## config.mk

```make
export PLATFORM = sky130hd
export DESIGN_NAME = cascade_qcnt
export DESIGN_NICKNAME = d
export VERILOG_FILES = /design/src/rtl/cascade_qcnt_pkg.sv /design/src/rtl/pin_sync.sv /design/src/rtl/quad_step.sv /design/src/rtl/cnt_half.sv /design/src/rtl/cascade_qcnt.sv
export SDC_FILE = /design/constraint.sdc
export NUM_CORES = 1
export LEC_CHECK = 0
export BUFFER_PORTS_ARGS = -buffer_cell sky130_fd_sc_hd__buf_2
export CAP_MARGIN = 20
export CELL_PAD_IN_SITES_DETAIL_PLACEMENT = 0
export CELL_PAD_IN_SITES_GLOBAL_PLACEMENT = 2
export CORE_MARGIN = 8
export CORE_UTILIZATION = 38
export DETAILED_ROUTE_END_ITERATION = 8
export PLACE_DENSITY_LB_ADDON = 0.1
export SYNTH_ARGS = -nofsm -noshare
export SYNTH_HDL_FRONTEND = slang
export SYNTH_HIERARCHICAL = 1
export SYNTH_SLANG_ARGS = --single-unit
```

## constraint.sdc

```tcl
create_clock -name clk_i -period 10.3 [get_ports clk_i]
set_input_delay 2.06 -clock clk_i [delete_from_list [all_inputs] [get_ports clk_i]]
set_output_delay 2.06 -clock clk_i [all_outputs]
set_load 0.05 [all_outputs]
```

## src/rtl/cascade_qcnt_pkg.sv

```systemverilog
package cascade_qcnt_pkg;
  localparam int unsigned HALF_W = 16;

  typedef enum logic [1:0] {
    EDGE_RISE = 2'b00,
    EDGE_FALL = 2'b01,
    EDGE_BOTH = 2'b10,
    EDGE_OFF  = 2'b11
  } cap_edge_e;
endpackage

```

## src/rtl/pin_sync.sv

```systemverilog
module pin_sync #(
  parameter int unsigned WIDTH  = 4,
  parameter int unsigned STAGES = 2
) (
  input  logic             clk_i,
  input  logic             rst_ni,
  input  logic [WIDTH-1:0] d_i,
  output logic [WIDTH-1:0] q_o,
  output logic [WIDTH-1:0] q_prev_o
);
  logic [WIDTH-1:0] stg [STAGES];

  always_ff @(posedge clk_i or negedge rst_ni) begin
    if (!rst_ni) stg[0] <= '0;
    else         stg[0] <= d_i;
  end

  for (genvar s = 1; s < STAGES; s++) begin : g_stage
    always_ff @(posedge clk_i or negedge rst_ni) begin
      if (!rst_ni) stg[s] <= '0;
      else         stg[s] <= stg[s-1];
    end
  end

  always_ff @(posedge clk_i or negedge rst_ni) begin
    if (!rst_ni) q_prev_o <= '0;
    else         q_prev_o <= stg[STAGES-1];
  end

  assign q_o = stg[STAGES-1];
endmodule

```

## src/rtl/quad_step.sv

```systemverilog
module quad_step (
  input  logic a_i,
  input  logic b_i,
  input  logic a_prev_i,
  input  logic b_prev_i,
  output logic step_o,
  output logic up_o
);
  logic a_chg, b_chg;
  assign a_chg  = a_i ^ a_prev_i;
  assign b_chg  = b_i ^ b_prev_i;
  // exactly one phase moved; double moves dropped
  assign step_o = a_chg ^ b_chg;
  assign up_o   = a_i ^ b_prev_i;
endmodule

```

## src/rtl/cnt_half.sv

```systemverilog
module cnt_half #(
  parameter int unsigned W = 16
) (
  input  logic         clk_i,
  input  logic         rst_ni,
  input  logic         wr_i,
  input  logic [W-1:0] wr_data_i,
  input  logic         inc_i,
  input  logic         dec_i,
  output logic [W-1:0] q_o,
  output logic         ovf_o,
  output logic         unf_o
);
  localparam logic [W-1:0] MAX = {W{1'b1}};

  always_ff @(posedge clk_i or negedge rst_ni) begin
    if (!rst_ni)    q_o <= '0;
    else if (wr_i)  q_o <= wr_data_i;
    else if (inc_i) q_o <= q_o + 1'b1;
    else if (dec_i) q_o <= q_o - 1'b1;
  end

  assign ovf_o = inc_i & ~wr_i & (q_o == MAX);
  assign unf_o = dec_i & ~inc_i & ~wr_i & (q_o == '0);


  wr_prio_chk: assert property (@(posedge clk_i) disable iff (!rst_ni)
    wr_i |=> q_o == $past(wr_data_i));
endmodule

```

## src/rtl/cascade_qcnt.sv

```systemverilog
module cascade_qcnt
  import cascade_qcnt_pkg::*;
#(
  parameter int unsigned W           = HALF_W,
  parameter int unsigned SYNC_STAGES = 2
) (
  input  logic         clk_i,
  input  logic         rst_ni,
  input  logic         mode_i,
  input  logic         tick_i,
  input  logic         phase_a_i,
  input  logic         phase_b_i,
  input  logic         cap_a_i,
  input  logic         cap_b_i,
  input  logic [1:0]   cap_edge_i,
  input  logic         wr_en_i,
  input  logic         wr_hi_i,
  input  logic [W-1:0] wr_data_i,
  output logic [W-1:0] cnt_lo_o,
  output logic [W-1:0] cnt_hi_o,
  output logic [W-1:0] cap_hi_o,
  output logic [W-1:0] cap_lo_o
);
  localparam int unsigned NPIN = 4;

  logic [NPIN-1:0] syn, syn_d;
  logic step, up;
  logic lo_inc, lo_dec, lo_ovf, lo_unf;
  logic lo_wr, hi_wr;
  logic cap_a_ev, cap_b_ev;
  cap_edge_e esel;

  pin_sync #(.WIDTH(NPIN), .STAGES(SYNC_STAGES)) u_sync (
    .clk_i    (clk_i),
    .rst_ni   (rst_ni),
    .d_i      ({cap_b_i, cap_a_i, phase_b_i, phase_a_i}),
    .q_o      (syn),
    .q_prev_o (syn_d)
  );

  quad_step u_quad (
    .a_i      (syn[0]),
    .b_i      (syn[1]),
    .a_prev_i (syn_d[0]),
    .b_prev_i (syn_d[1]),
    .step_o   (step),
    .up_o     (up)
  );

  assign lo_inc = mode_i ? (step & up) : tick_i;
  assign lo_dec = mode_i & step & ~up;
  assign lo_wr  = wr_en_i & ~wr_hi_i;
  assign hi_wr  = wr_en_i & wr_hi_i;

  cnt_half #(.W(W)) u_lo (
    .clk_i     (clk_i),
    .rst_ni    (rst_ni),
    .wr_i      (lo_wr),
    .wr_data_i (wr_data_i),
    .inc_i     (lo_inc),
    .dec_i     (lo_dec),
    .q_o       (cnt_lo_o),
    .ovf_o     (lo_ovf),
    .unf_o     (lo_unf)
  );

  cnt_half #(.W(W)) u_hi (
    .clk_i     (clk_i),
    .rst_ni    (rst_ni),
    .wr_i      (hi_wr),
    .wr_data_i (wr_data_i),
    .inc_i     (lo_ovf),
    .dec_i     (lo_unf),
    .q_o       (cnt_hi_o),
    .ovf_o     (),
    .unf_o     ()
  );

  // capture edge qualification
  assign esel = cap_edge_e'(cap_edge_i);

  function automatic logic edge_hit(input cap_edge_e sel, input logic cur, input logic prv);
    case (sel)
      EDGE_RISE: edge_hit = cur & ~prv;
      EDGE_FALL: edge_hit = ~cur & prv;
      EDGE_BOTH: edge_hit = cur ^ prv;
      default:   edge_hit = 1'b0;
    endcase
  endfunction

  assign cap_a_ev = edge_hit(esel, syn[2], syn_d[2]);
  assign cap_b_ev = edge_hit(esel, syn[3], syn_d[3]);

  // snapshot pre-update values so a carry cannot tear the pair
  always_ff @(posedge clk_i or negedge rst_ni) begin
    if (!rst_ni) begin
      cap_hi_o <= '0;
      cap_lo_o <= '0;
    end else begin
      if (cap_a_ev) cap_hi_o <= cnt_hi_o;
      if (cap_b_ev) cap_lo_o <= cnt_lo_o;
    end
  end


  hi_carry_chk: assert property (@(posedge clk_i) disable iff (!rst_ni)
    (lo_ovf && !hi_wr) |=> cnt_hi_o == W'($past(cnt_hi_o) + 1'b1));


  hi_borrow_chk: assert property (@(posedge clk_i) disable iff (!rst_ni)
    (lo_unf && !hi_wr) |=> cnt_hi_o == W'($past(cnt_hi_o) - 1'b1));


  hi_hold_chk: assert property (@(posedge clk_i) disable iff (!rst_ni)
    (!lo_ovf && !lo_unf && !hi_wr) |=> $stable(cnt_hi_o));


  dbl_step_chk: assert property (@(posedge clk_i) disable iff (!rst_ni)
    (mode_i && (syn[0] != syn_d[0]) && (syn[1] != syn_d[1]) && !lo_wr)
      |=> $stable(cnt_lo_o));


  cap_snap_chk: assert property (@(posedge clk_i) disable iff (!rst_ni)
    cap_a_ev |=> cap_hi_o == $past(cnt_hi_o));


  cap_off_chk: assert property (@(posedge clk_i) disable iff (!rst_ni)
    (cap_edge_i == 2'b11) |=> ($stable(cap_hi_o) && $stable(cap_lo_o)));
endmodule

```

==> impl_results.md, run 1 <==
* Status: finished clean
* Design Area, Final at 5650 um^2
* Pleak at 2.59 nW
* Total Wirelength at 12.9 mm
* Postcts setup bufs at 0
* Switching power at 874 uW
* DR iter-0 viols at 216
* Fmax at 153 MHz
* DR pass1 iterations at 4
* Placed inst area at 5320 um^2
* Global-route wire length before repair at 20.9 mm
* Post-Place Setup Slack at 3.47 ns
* Via Count at 3715
* Via density at 5.21
* Worst setup EP type: flip-flop
* # port buffers at 91
* Worst setup margin at 3.76 ns
* Seq pwr share at 27.5%
* Placed Cells at 697
* WL/cell at 18.1 um
* P per Cell Area at 320 nW/um^2
* CP max stage cell: nor4_1
* Full die area at 16300 um^2
* Total gr overflow at 0
* Setup Crit Path Kind: primary input to flip-flop
* R2R setup slack at 5.00 ns
* Slew at the pin with the worst max-slew slack at 0.926 ns
* Clock skew at 0.0111 ns
* RR Startpoint: u_sync/q_o[0]
* Total global-route track usage at 16.4%
* Initial antenna violation count at 0
* Relative max-transition margin at 38.3%
* Core ar. at 12400 um^2
* Fraction of layout cells with a size suffix above 1 at 32.7%
* Starting density of the core at 38.2%
* Placer Congestion at 0.826
* Max-slew violation count at 0
* Max stage delay on crit path at 0.62 ns
* Final Hold Fails at 0
* Dpl hpwl at 9.53 mm
* Die W at 128 um
* Clock Power Share at 19.2%
* Num CTS Buffers at 9
* # fillers at 1254
* CP Capture Point: u_hi/q_o[14]
* Bufs on Longest Clock Path at 2
* Logic pwr share at 53.3%
* Syn_nets at 512
* Max Fanout on Critical Path at 17
* Clk Tree Root Cell: clkbuf_16
* Post-route setup TNS at 0 ns
* Worst Path Required at 10.54 ns
* Startpoint types: primary input
* Worst-Skew Late Latency at 0.34 ns
* Vias in the first global route at 3878
* Crit path from: tick_i
* Worst reg2reg path depth at 18
* Sequence of cells on the critical path: buf_2 > inv_1 > o21ai_0 > inv_2 > nor2_1 > and3_1 > nand3_1 > nor4_1 > inv_1 > ha_1 > a21o_1 > a21oi_2 > a21oi_2 > or4b_1 > a31oi_1 > xor2_1 > a221oi_1
* Synth-to-layout area growth at 19.3%
* Clock Pin Slew Worst Setup and Hold Paths at 0.06 ns
* FP Rows at 41
* CTS tree: done
* Crit share post-route at 63.5%
* ANT nets after route at 0
* Drc violations at 0
* Reg2reg end: u_hi/q_o[14]
* Tmin final at 6.54 ns
* RSZ-0062 raised after global routing: no
* Worst min-delay path class: flip-flop to flip-flop
* # diodes at 0
* Hold_buf cts at 0
* I/O pins at 92
* Max-cap violations at 0
* CTS resizes at 0
* Syn avg cell area at 10.5 um^2
* Critical Path AT at 6.78 ns
* Layout net count at 599
* Final setup violation count at 0
* Worst VDD drop at 0.188 mV
* Sw Ratio at 48.4%
* Netlist Area Pre-Place at 4740 um^2
* Die Y at 128 um
* Synth Warn # at 6
* Clk sink count at 76
* Cell-internal power at 933 uW
* Largest net degree at the start of global routing at 77
* H-Tree Depth at 3
* Post-Layout Cell Count at 713
* Post-layout util at 45.5%
* Mapped Cells at 450
[how the worst min path moves through the flow]
stage	startpoint	to	slack, ns	cells after the start
after global placement	u_sync/stg[7]	u_sync/q_o[3]	0.34	0
after detailed placement	u_sync/stg[5]	u_sync/q_o[1]	0.34	0
after global routing	u_sync/stg[7]	u_sync/q_o[3]	0.36	0
after floorplan	u_sync/stg[4]	u_sync/q_o[0]	0.33	0
after CTS	u_sync/stg[5]	u_sync/q_o[1]	0.35	0
final	u_sync/stg[7]	u_sync/q_o[3]	0.34	0
[cell type report]
cell class | instances | area, um^2 | area share, %
multi-input combinational | 335 | 2640 | 46.7
sequential | 76 | 1900 | 33.6
tap | 172 | 215 | 3.81
inverter | 19 | 71.3 | 1.26
clock buffer | 11 | 243 | 4.29
timing repair buffer | 96 | 508 | 8.98
clock inverter | 4 | 73.8 | 1.31
[critical path: cells and delay by family]
family / cells / cell delay [ns]
AOI/OAI and AO/OA: 6 / 1.58
buffers and inverters: 4 / 0.95
and+or+nand+nor: 5 / 1.60
adders and majority gates: 1 / 0.50
xor gates and xnor gates: 1 / 0.09
[stage by stage]
step,hold WS [ns],power (mW)
6_report,0.345,1.81
2_1_floorplan,0.331,1.23
5_1_grt,0.357,1.92
3_3_place_gp,0.336,1.47
3_5_place_dp,0.336,1.47
4_1_cts,0.348,1.83
[sequential cells by signal, summed over array words and instances (netlist names)]
name and count:
u_lo/q_o 16, cap_lo_o 16, u_sync/q_prev_o 4, u_sync/q_o 4, u_hi/q_o 16, cap_hi_o 16, u_sync/stg 4
[per-layer routing]
| metal | vias up | GRT usage, % | wire length [um] |
|---|---|---|---|
| li1 | 1811 | - | - |
| met1 | 1818 | 20.8 | 6000 |
| met2 | 74 | 27.0 | 6150 |
| met3 | 12 | 3.87 | 613 |
| met4 | 0 | 5.24 | 166 |
| met5 | - | 0 | 0 |
[power groups by stage]
stage          sequential, mW  clock (mW)  combinational, mW
2_1_floorplan           0.790           0              0.443
4_1_cts                 0.499       0.357              0.970
3_5_place_dp            0.503           0              0.966
3_3_place_gp            0.503           0              0.965
5_1_grt                 0.515       0.369               1.04
6_report                0.497       0.347              0.964
[placed cells by master, fill, tap and decap left out, types with 6 or more instances in the layout]
cell type,count
buf_2,90
dfrtp_1,76
mux2_2,39
nand2_1,34
ha_1,32
a21oi_1,30
inv_1,18
nor2_1,18
o21ai_0,15
xor2_1,15
o21ai_1,14
xnor2_1,14
a21o_1,11
mux2_4,10
clkbuf_16,9
nand3_1,8
a31oi_1,8
nand4_1,7
nor3_1,7
nor4_1,6
Power figures use the tool's default switching activity.
==> run 2, diff against run 1 <==
--- a/config.mk
+++ b/config.mk
@@ -10,7 +10,7 @@
 export CELL_PAD_IN_SITES_DETAIL_PLACEMENT = 0
 export CELL_PAD_IN_SITES_GLOBAL_PLACEMENT = 2
 export CORE_MARGIN = 8
-export CORE_UTILIZATION = 38
+export CORE_UTILIZATION = 35
 export DETAILED_ROUTE_END_ITERATION = 8
 export PLACE_DENSITY_LB_ADDON = 0.1
 export SYNTH_ARGS = -nofsm -noshare
==> constraint.sdc (replaced) <==
create_clock -name clk_i -period 6.45 [get_ports clk_i]
set_input_delay 1.29 -clock clk_i [delete_from_list [all_inputs] [get_ports clk_i]]
set_output_delay 1.29 -clock clk_i [all_outputs]
set_load 0.05 [all_outputs]
==> impl_results.md, run 2 (same netlist as run 1, synthesis figures left out) <==
* ANT nets after route at 0
* Clock Power Share at 19.3%
* Most frequent CP cell: buf_4
* Post-route setup TNS at 0 ns
* CTS resizes at 0
* Worst VDD drop at 0.335 mV
* Total gr overflow at 0
* RSZ-0062 raised after global routing: no
* Layout net count at 603
* Clock skew at 0.00556 ns
* Fraction of layout cells with a size suffix above 1 at 33.2%
* Max-cap violations at 0
* Register Area at 1900 um^2
* Worst min-delay path class: flip-flop to flip-flop
* R2R setup slack at 1.90 ns
* DR pass1 iterations at 4
* Commonest non-fill, non-tap cell in the layout: buf_2
* WL/cell at 17.9 um
* Seq pwr share at 27.5%
* Drc violations at 0
* Via density at 5.12
* Num CTS Buffers at 9
* Tmin final at 4.79 ns
* Max stage delay on crit path at 0.52 ns
* Multi-input gate area at 2640 um^2
* Relative max-transition margin at 34.2%
* Crit share post-route at 74.3%
* CTS tree: done
* Max Fanout on Critical Path at 17
* Setup Crit Path Kind: primary input to flip-flop
* Sequence of cells on the critical path: buf_2 > o21ai_0 > buf_4 > inv_2 > buf_4 > nor2_1 > and3_1 > nand3_1 > nor4_1 > buf_4 > inv_1 > buf_4 > ha_1 > a21o_1 > a21oi_2 > a21oi_2 > or4b_1 > a31oi_1 > xor2_1 > a221oi_1
* Core ar. at 13200 um^2
* Clock Pin Slew Worst Setup and Hold Paths at 0.06 ns
* Pleak at 2.61 nW
* Vias in the first global route at 3807
* Fmax at 209 MHz
* Via Count at 3698
* # port buffers at 91
* Total Wirelength at 12.9 mm
* Global-route wire length before repair at 20.9 mm
* Switching power at 1.39 mW
* I/O pins at 92
* Clk sink count at 76
* Largest net degree at the start of global routing at 77
* Full die area at 17500 um^2
* Final setup violation count at 0
* Commonest cells after routing, fill and taps aside: 90 x buf_2, 76 x dfrtp_1, 39 x mux2_2
* Initial antenna violation count at 0
* Final Hold Fails at 0
* Bufs on Longest Clock Path at 2
* Cell-internal power at 1.49 mW
* Max-slew violation count at 0
* H-Tree Depth at 3
* Slew at the pin with the worst max-slew slack at 0.988 ns
* Synth-to-layout area growth at 20.2%
* Worst reg2reg path depth at 22
* Die Y at 132 um
* Clk Tree Root Cell: clkbuf_16
* Hold Path Cell Cnt at 0
* FP Rows at 42
* CP max stage cell: or4b_1
* Worst Path Required at 6.69 ns
* Placer Congestion at 0.800
* Die W at 132 um
* Startpoint types: primary input
* Sw Ratio at 48.3%
* P per Cell Area at 507 nW/um^2
* Worst-Skew Late Latency at 0.34 ns
* Postcts setup bufs at 0
* Total global-route track usage at 15.1%
* # fillers at 1329
* Starting density of the core at 35.8%
* Critical Path AT at 5.03 ns
* Worst setup EP type: flip-flop
* Dpl hpwl at 9.72 mm
* Logic pwr share at 53.2%
* DR iter-0 viols at 180
* Hold_buf cts at 0
* Status: finished clean
* Post-layout util at 43.0%
* # diodes at 0
run 2: stage by stage:
| step | instance area [um^2] | total power, mW | cells | setup WS, ns | hold WS (ns) |
|---|---|---|---|---|---|
| floorplan | 4740 | 1.97 | 450 | 1.18 | 0.331 |
| global placement | 5350 | 2.35 | 704 | 1.37 | 0.333 |
| detailed placement | 5360 | 2.35 | 705 | 1.34 | 0.335 |
| CTS | 5680 | 2.92 | 721 | 1.67 | 0.349 |
| global route | 5700 | 3.06 | 722 | 1.41 | 0.353 |
| finish | 5700 | 2.89 | 722 | 1.66 | 0.347 |
run 2: final timing paths:
| kind | startpoint | to |
|---|---|---|
| max in group asynchronous | rst_ni | cap_lo_o[2] |
| worst min-delay path | u_sync/stg[6] | u_sync/q_o[2] |
| worst max-delay path | mode_i | u_hi/q_o[14] |
| worst min register to register | u_sync/stg[6] | u_sync/q_o[2] |
| min in group asynchronous | rst_ni | u_sync/q_prev_o[2] |
| worst max register to register | u_sync/q_o[0] | u_hi/q_o[14] |
run 2: final cells by class:
cell class,instances,area share [%]
multi-input cells,335,46.4
flip-flops and latches,76,33.4
repair buffers,100,9.51
clock buffers,12,4.33
well taps,176,3.87
clock inverters,4,1.27
inverters,19,1.25
run 2: critical path: cells and delay by family:
family                   cells  cell delay, ns
adder cells (fa/ha/maj)      1            0.37
AND/OR/NAND/NOR              5            1.22
buffers and inverters        7            0.92
XOR/XNOR                     1            0.09
AO/OA/AOI/OAI                6            1.14
run 2: power groups by stage:
| stage | combinational, mW | clock, mW | sequential [mW] |
|---|---|---|---|
| finish | 1.53 | 0.557 | 0.793 |
| CTS | 1.55 | 0.575 | 0.801 |
| floorplan | 0.708 | 0 | 1.26 |
| global placement | 1.55 | 0 | 0.805 |
| detailed placement | 1.54 | 0 | 0.808 |
| global route | 1.65 | 0.589 | 0.822 |
run 2: routing by layer:
metal  vias up  wire, um  global-route usage [%]
met4         0       280                    7.00
met2        83      6010                    23.8
met3        14       610                    3.05
met1      1775      6030                    19.4
met5         -         0                       0
li1       1826         -                       -
==> run 3, diff against run 2 <==
--- a/config.mk
+++ b/config.mk
@@ -10,7 +10,7 @@
 export CELL_PAD_IN_SITES_DETAIL_PLACEMENT = 0
 export CELL_PAD_IN_SITES_GLOBAL_PLACEMENT = 2
 export CORE_MARGIN = 8
-export CORE_UTILIZATION = 35
+export CORE_UTILIZATION = 32
 export DETAILED_ROUTE_END_ITERATION = 8
 export PLACE_DENSITY_LB_ADDON = 0.1
 export SYNTH_ARGS = -nofsm -noshare
==> constraint.sdc (replaced) <==
create_clock -name clk_i -period 4.2 [get_ports clk_i]
set_input_delay 0.84 -clock clk_i [delete_from_list [all_inputs] [get_ports clk_i]]
set_output_delay 0.84 -clock clk_i [all_outputs]
set_load 0.05 [all_outputs]
==> impl_results.md, run 3 (same netlist as run 1, synthesis figures left out) <==
* Final Hold Fails at 0
* Drc violations at 0
* Total global-route track usage at 15.1%
* Clock skew at 0.00526 ns
* Max Fanout on Critical Path at 6
* Die W at 138 um
* Post-Place Setup Slack at 0.0829 ns
* Worst min-delay path class: flip-flop to flip-flop
* Max-slew violation count at 0
* Hold_buf cts at 0
* Critical Path AT at 4.19 ns
* Hold path start: u_sync/stg[5]
* Status: finished clean
* Starting density of the core at 32.7%
* Design Area, Final at 5810 um^2
* Register Area at 1900 um^2
* FP Rows at 44
* Clock Pin Slew Worst Setup and Hold Paths at 0.06 ns
* Vias in the first global route at 3941
* Via Count at 3724
* Commonest non-fill, non-tap cell in the layout: buf_2
* Core ar. at 14500 um^2
* WL/cell at 18.5 um
* Num CTS Buffers at 9
* Die Y at 138 um
* Max-cap violations at 0
* # port buffers at 91
* Fmax at 253 MHz
* Dpl hpwl at 10.3 mm
* Relative max-transition margin at 35.9%
* DR pass1 iterations at 5
* Clk sink count at 76
* Commonest cells after routing, fill and taps aside: 90 x buf_2, 76 x dfrtp_1, 39 x mux2_2
* Full die area at 19000 um^2
* Crit path from: u_sync/q_o[1]
* Slew at the pin with the worst max-slew slack at 0.962 ns
* Worst setup EP type: flip-flop
* Pleak at 2.68 nW
* Synth-to-layout area growth at 22.6%
* Startpoint types: flip-flop
* Final setup violation count at 0
* Worst Path Required at 4.44 ns
* Fraction of layout cells with a size suffix above 1 at 35.3%
* # diodes at 0
* CTS tree: done
* Global-route wire length before repair at 21.7 mm
* DR iter-0 viols at 284
* Largest net degree at the start of global routing at 77
* ANT nets after route at 0
* Total Wirelength at 13.6 mm
* RR Startpoint: u_sync/q_o[1]
* P per Cell Area at 767 nW/um^2
* Worst-Skew Late Latency at 0.35 ns
* Placer Congestion at 0.824
* Crit share post-route at 94.0%
* Layout net count at 612
* Placed inst area at 5430 um^2
* Multi-input gate area at 2670 um^2
* Total gr overflow at 0
* Clk Tree Root Cell: clkbuf_16
* Via density at 5.04
* # fillers at 1429
* Bufs on Longest Clock Path at 2
* Post-layout util at 40.1%
* Initial antenna violation count at 0
* I/O pins at 92
* Worst VDD drop at 0.402 mV
* Worst setup margin at 0.250 ns
* Tmin final at 3.95 ns
* H-Tree Depth at 3
* Setup Crit Path Kind: flip-flop to flip-flop
* Total power at 4.46 mW
* Post-route setup TNS at 0 ns
==> run 3: changes by cell type in the layout (fill, tap and decap cells not counted), sizes merged <==
cell / previous run / this run
clkbuf: 12 / 10
clkinvlp: 1 / 2
buf: 100 / 109
clkinv: 1 / 2
==> run 3: repair_timing <==
item                                    in CTS  in global routing
resized for setup                            0                  2
endpoints found under the setup margin       0                  3
buffers inserted                             0                  1
==> run 3: report_power, final <==
| group | leakage, nW | total [mW] | switching, mW | internal [mW] |
|---|---|---|---|---|
| combinational | 1.63 | 2.39 | 1.58 | 0.812 |
| sequential | 0.894 | 1.22 | 0.258 | 0.960 |
| clock | 0.149 | 0.850 | 0.330 | 0.521 |
| total | 2.68 | 4.46 | 2.16 | 2.29 |
==> run 3: through the flow <==
stage / instances / hold slack (ns)
CTS: 736 / 0.349
detailed placement: 720 / 0.335
global placement: 720 / 0.334
finish: 739 / 0.347
global route: 739 / 0.354
floorplan: 450 / 0.331
==> run 3: final cells by class <==
cell class              count  area share, %
clock buffers              10           3.94
well taps                 184           3.96
repair buffers            109           10.7
inverters                  19           1.23
flip-flops and latches     76           32.7
multi-input cells         335           45.9
clock inverters             6           1.53
==> run 3: critical path, cell delays in order, from the launching register on <==
cell       delay (ns)
dfrtp_1          0.38
xnor2_1          0.25
xnor2_2          0.16
nand3_1          0.10
o21ai_2          0.09
inv_2            0.05
nor2_1           0.14
and3_1           0.17
nand3_1          0.12
nor4_4           0.33
inv_2            0.11
ha_1             0.34
nor2b_1          0.17
o2111ai_2        0.23
a21oi_2          0.10
or4b_1           0.52
a31oi_1          0.21
xor2_1           0.09
a221oi_1         0.28
==> run 3: metal layers <==
layer / up-vias / GRT usage, % / wire, um
met4: 0 / 6.33 / 208
met2: 67 / 24.3 / 6590
met5: - / 0 / 0
met3: 16 / 3.10 / 613
met1: 1796 / 19.3 / 6240
li1: 1845 / - / -
==> run 3: path summary, 6_finish.rpt <==
path	to	slack [ns]	depth (start not counted)
setup / recovery	u_hi/q_o[14]	0.25	18
hold / removal	u_sync/q_o[1]	0.35	0
setup reg to reg	u_hi/q_o[14]	0.25	18
hold reg to reg	u_sync/q_o[1]	0.35	0
max in group asynchronous	u_lo/q_o[12]	3.17	2
min in group asynchronous	u_sync/q_prev_o[2]	0.45	1
